<file path="src/rtl/msc_pkg.sv">
package msc_pkg;

    // Number of bits needed to hold v (at least 1).
    function automatic int unsigned bits_for(input longint unsigned v);
        int unsigned n;
        n = 1;
        while ((v >> n) != 0) begin
            n = n + 1;
        end
        return n;
    endfunction

    // Number of one-bits in v: size of the reduced terminal match.
    function automatic int unsigned ones_in(input longint unsigned v);
        int unsigned n;
        n = 0;
        for (int i = 0; i < 64; i++) begin
            if (v[i]) n = n + 1;
        end
        return n;
    endfunction

endpackage

</file>
<file path="src/rtl/msc_sparse_match.sv">
// Reduced terminal detector: ANDs only the count bits where the
// terminal constant is 1. Zero bits of the constant drop out entirely.
module msc_sparse_match #(
    parameter int unsigned    WIDTH   = 12,
    parameter logic [WIDTH-1:0] TGT_VEC = '1
) (
    input  logic [WIDTH-1:0] value_i,
    output logic             hit_o
);

    logic [WIDTH-1:0] need_ok;

    for (genvar b = 0; b < WIDTH; b++) begin : g_bit
        if (TGT_VEC[b]) begin : g_care
            assign need_ok[b] = value_i[b];
        end else begin : g_skip
            assign need_ok[b] = 1'b1;
        end
    end

    assign hit_o = &need_ok;

endmodule

</file>
<file path="src/rtl/msc_count_core.sv">
// Count register with wrap-on-match, two-process style.
module msc_count_core #(
    parameter int unsigned      WIDTH   = 12,
    parameter logic [WIDTH-1:0] TGT_VEC = '1
) (
    input  logic             clk_i,
    input  logic             rst_i,
    input  logic             en_i,
    input  logic             hit_i,
    output logic [WIDTH-1:0] count_o,
    output logic             term_o
);

    typedef struct packed {
        logic [WIDTH-1:0] cnt;
    } core_state_t;

    core_state_t state_d, state_q;
    logic        term_d;

    always_comb begin
        state_d = state_q;
        term_d  = 1'b0;
        if (rst_i) begin
            state_d.cnt = '0;
        end else if (en_i) begin
            if (hit_i) begin
                state_d.cnt = '0;
                term_d      = 1'b1;
            end else begin
                state_d.cnt = state_q.cnt + 1'b1;
            end
        end
    end

    always_ff @(posedge clk_i) begin
        state_q <= state_d;
    end

    assign count_o = state_q.cnt;
    assign term_o  = term_d;

    assert_reset_zero_R1: assert property (@(posedge clk_i)
        rst_i |=> (count_o == '0));

    assert_reset_quiet_R1: assert property (@(posedge clk_i)
        rst_i |-> !term_o);

    assert_hold_R2: assert property (@(posedge clk_i) disable iff (rst_i)
        !en_i |=> $stable(count_o));

    assert_step_R3: assert property (@(posedge clk_i) disable iff (rst_i)
        (en_i && count_o != TGT_VEC) |=> (count_o == $past(count_o) + 1'b1));

    assert_wrap_R4: assert property (@(posedge clk_i) disable iff (rst_i)
        term_o |=> (count_o == '0));

    assert_exact_match_R5: assert property (@(posedge clk_i) disable iff (rst_i)
        (hit_i == (count_o == TGT_VEC)));

    assert_no_overflow_R6: assert property (@(posedge clk_i) disable iff (rst_i)
        count_o <= TGT_VEC);

endmodule

</file>
<file path="src/rtl/modulo_sparse_counter.sv">
module modulo_sparse_counter
    import msc_pkg::*;
#(
    parameter int unsigned WIDTH  = 16,
    parameter int unsigned TARGET = 32'hA000
) (
    input  logic             clk_i,
    input  logic             rst_i,
    input  logic             en_i,
    output logic [WIDTH-1:0] count_o,
    output logic             term_o
);

    localparam logic [WIDTH-1:0] TGT_VEC   = WIDTH'(TARGET);
    localparam int unsigned      TGT_BITS  = bits_for(64'(TARGET));
    localparam int unsigned      MATCH_LEN = ones_in(64'(TARGET));

    if (TARGET == 0) begin : g_bad_zero
        $error("terminal value must be nonzero");
    end
    if (TGT_BITS > WIDTH) begin : g_bad_wide
        $error("terminal value does not fit the count width");
    end
    if (MATCH_LEN == 0) begin : g_bad_empty
        $error("terminal match has no bits");
    end

    logic hit;

    msc_sparse_match #(
        .WIDTH   (WIDTH),
        .TGT_VEC (TGT_VEC)
    ) u_match (
        .value_i (count_o),
        .hit_o   (hit)
    );

    msc_count_core #(
        .WIDTH   (WIDTH),
        .TGT_VEC (TGT_VEC)
    ) u_core (
        .clk_i   (clk_i),
        .rst_i   (rst_i),
        .en_i    (en_i),
        .hit_i   (hit),
        .count_o (count_o),
        .term_o  (term_o)
    );

endmodule

</file>
<file path="config.mk">
export PLATFORM = sky130hd
export DESIGN_NAME = modulo_sparse_counter
export DESIGN_NICKNAME = d
export VERILOG_FILES = /design/src/rtl/msc_pkg.sv /design/src/rtl/msc_sparse_match.sv /design/src/rtl/msc_count_core.sv /design/src/rtl/modulo_sparse_counter.sv
export SDC_FILE = /design/constraint.sdc
export NUM_CORES = 1
export LEC_CHECK = 0
export ABC_AREA = 1
export BUFFER_PORTS_ARGS = -buffer_cell sky130_fd_sc_hd__buf_2
export CORE_ASPECT_RATIO = 1.1
export CORE_MARGIN = 1
export CORE_UTILIZATION = 45
export DETAILED_ROUTE_END_ITERATION = 10
export PLACE_DENSITY = 0.75
export RECOVER_POWER = 50
export SLEW_MARGIN = 20
export SYNTH_ARGS = -nofsm -noshare
export SYNTH_HDL_FRONTEND = slang
export SYNTH_SLANG_ARGS = --single-unit
</file>
<file path="constraint.sdc">
create_clock -name clk_i -period 1.13 [get_ports clk_i]
set_input_delay 0.0565 -clock clk_i [delete_from_list [all_inputs] [get_ports clk_i]]
set_output_delay 0.0565 -clock clk_i [all_outputs]
set_load 0.02 [all_outputs]
</file>
==> results.yml <==
power:
  p_comb_share_pct: 8.6
  p_int_mw: 0.805
  p_total_mw: 1.06
  powerDensity_nw_per_um2: 976
  p_sw_share_pct: 23.8
  p_seq_share_pct: 55.3
  power_leakage_nw: 0.515
  p_switching_mw: 0.251
  clockPowerShare_pct: 36.1
  ir_drop_mv: 0.666
cells_and_area:
  largest_reg_flops: 16
  top_register: "u_core.count_o"
  fin_util_pct: 66.2
  fillCellCount: 140
  fin_nets: 153
  drive_gt1_share_pct: 36.5
  num_antenna_cells: 0
  largestRegisters: "u_core.count_o: 16 flops"
  area_growth_pct: 32.7
clock_tree:
  ctsLongestPathBuffers: 2
  cts_buffers: 3
  clock_latency_ns: 0.30
  cts_hold_buf: 0
  h-tree-depth: 1
  cts.sinks: 16
  clockRootBuffer: "clkbuf_4"
  cts.clk_slew.worst_paths_ns: 0.10
  tritoncts: "done"
yosys:
  avgSynthCellArea_um2: 6.84
  seq_area_frac_synth_pct: 39.3
  synth_warnings: 0
  synth_seq_cells: 16
  netlist_instances: 119
  syn_nets: 123
  syn-cell-area_um2: 815
  synth_cell_types: 21
timing:
  timing.fmax_mhz: 872
  report.final.slew_viol_count: 0
  worst_pin_slew_ns: 0.257
  finalSetupViolations: 2
  slew_headroom_pct: 82.9
  holdWs_ns: 0.145
  final_hold_viol_count: 0
  rsz0062_at_grt: "yes"
  fin_ws_ns: -0.0174
  fin_crit_sh_pct: 102
  skew_ns: 0.00997
  period_needed_ns: 1.15
drt:
  route.vias.total: 851
  firstDrtPassIters: 4
  wl_per_cell_um: 11.1
  viasPerCell: 5.16
  drt-initial-drc-count: 20
  routed_wl_um: 1840
  drc: 0
  ant_nets: 0
grt:
  overflow: 0
  grt_pass1_wl_um: 3040
  grt_pass1_vias: 774
  grt_util_all_layers_pct: 20.6
  global_route.usage.met3_pct: 2.35
  met2_usage_pct: 37.2
  grt_start_max_net_pins: 12
  met1_usage_pct: 23.5
  antenna_found_initial: 0
  busiest_layer: "met2"
setup_path:
  worstPathMaxFanout: 7
  crit_chain: "ha_4 -> nand3_4 -> nor2_4 -> nand2_1 -> nand2_2 -> a21oi_2"
  crit_type: "reg2reg"
  crit_path_start_kind: "flop"
  worst-path-buf-inv: 0
  cp_top_family: "simple AND/OR/NAND/NOR gates"
  critPathMaxStageDelay_ns: 0.39
  slowest_stage: "dfxtp_4"
  worst_setup_path_end_kind: "flop"
  arrival_ns: 1.33
  critPathRequiredTime_ns: 1.32
floorplan:
  ios: 20
  start_util_pct: 49.9
  die_w_um: 42.6
  rows: 15
  core_um2: 1630
  die-area_um2: 1980
  die_h_um: 46.6
place:
  gp_congestion: 0.804
  numPortBuffers: 19
  dp_hpwl_um: 1390
worst_hold_path:
  holdCritPathClass: "in2reg"
job:
  cap_violations: 0
run_status:
  violations: "setup timing"
  outcome: "finished with violations"
## power groups by stage
stage	Combinational (mW)	Sequential, mW	Clock, mW
3_5_place_dp	0.0797	0.601	0
3_3_place_gp	0.0757	0.600	0
2_1_floorplan	0.0516	0.609	0
6_report	0.0910	0.584	0.380
4_1_cts	0.0878	0.584	0.386
5_1_grt	0.103	0.586	0.400
## timing repair
item,4_1_cts,5_1_grt
gates resized for setup,5,9
setup endpoints to repair,5,10
pin swaps,2,3
buffers inserted,1,3
## worst reg2reg max path, cell delays in order (launching register included)
cell	delay (ns)
dfxtp_4	0.39
ha_4	0.16
nand3_4	0.09
nor2_4	0.18
nand2_1	0.09
nand2_2	0.07
a21oi_2	0.05
## worst paths after layout
check                                        start                 end  slack, ns  cells after the start
worst max-delay path             u_core.count_o[1]   u_core.count_o[8]      -0.02                      6
worst max register to register   u_core.count_o[1]   u_core.count_o[8]      -0.02                      6
worst min-delay path                          en_i   u_core.count_o[1]       0.15                      3
worst min register to register  u_core.count_o[15]  u_core.count_o[15]       0.48                      2
## final cells by class
class                   instances  area [µm²]  area share [%]
multi-input cells              87         474            43.9
well taps                      17        21.3            1.97
clock buffers                   4        36.3            3.36
flip-flops and latches         16         340            31.5
repair buffers                 27         154            14.2
inverters                      14        55.1            5.09
## cells by family (layout without fill, tap and decap cells)
| kind of cell | after synthesis | in the layout | share of synthesized area, % |
|---|---|---|---|
| buffers and inverters | 16 | 45 | 9.06 |
| adders and majority gates | 1 | 1 | 1.54 |
| and+or+nand+nor | 70 | 70 | 38.4 |
| xor gates and xnor gates | 1 | 1 | 1.08 |
| AOI/OAI and AO/OA | 15 | 15 | 10.6 |
| DFF | 16 | 16 | 39.3 |
## per-layer routing
layer	routed length (µm)	up-vias
met5	0	-
met4	31	0
met3	93	5
met2	893	23
met1	816	383
li1	-	440
## through the flow
stage / setup WS (ns) / TNS (ns) / cell area, µm² / std cells
3_3_place_gp: -0.00676 / -0.00676 / 971 / 157
2_1_floorplan: 0.00653 / 0 / 843 / 119
3_5_place_dp: -0.00955 / -0.0164 / 971 / 157
5_1_grt: -0.0934 / -0.420 / 1080 / 165
4_1_cts: -0.0246 / -0.0582 / 1030 / 162
6_report: -0.0174 / -0.0285 / 1080 / 165
## cells in the mapped netlist (all sizes together)
master | instances | area share [%]
nor2 | 26 | 13
nand4 | 2 | 2.3
nand2 | 25 | 12
xnor2 | 1 | 1.1
dfxtp | 16 | 39
o21ai | 3 | 3.2
nor3b | 1 | 0.92
nand3 | 12 | 8.0
a21oi | 12 | 7.4
buf | 2 | 2.3
nor3 | 4 | 2.5
ha | 1 | 1.5
inv | 14 | 6.8
## layout by cell type (no fill, tap or decap), drive strengths merged
| master | n |
|---|---|
| ha | 1 |
| buf | 24 |
| dfxtp | 16 |
| o21ai | 3 |
| nand3 | 12 |
| nand2 | 25 |
| inv | 14 |
| a21oi | 12 |
| xnor2 | 1 |
| nor2 | 26 |
| nor3 | 4 |
| clkbuf | 7 |
| nand4 | 2 |
| nor3b | 1 |
(Power assumes the default switching activity.)
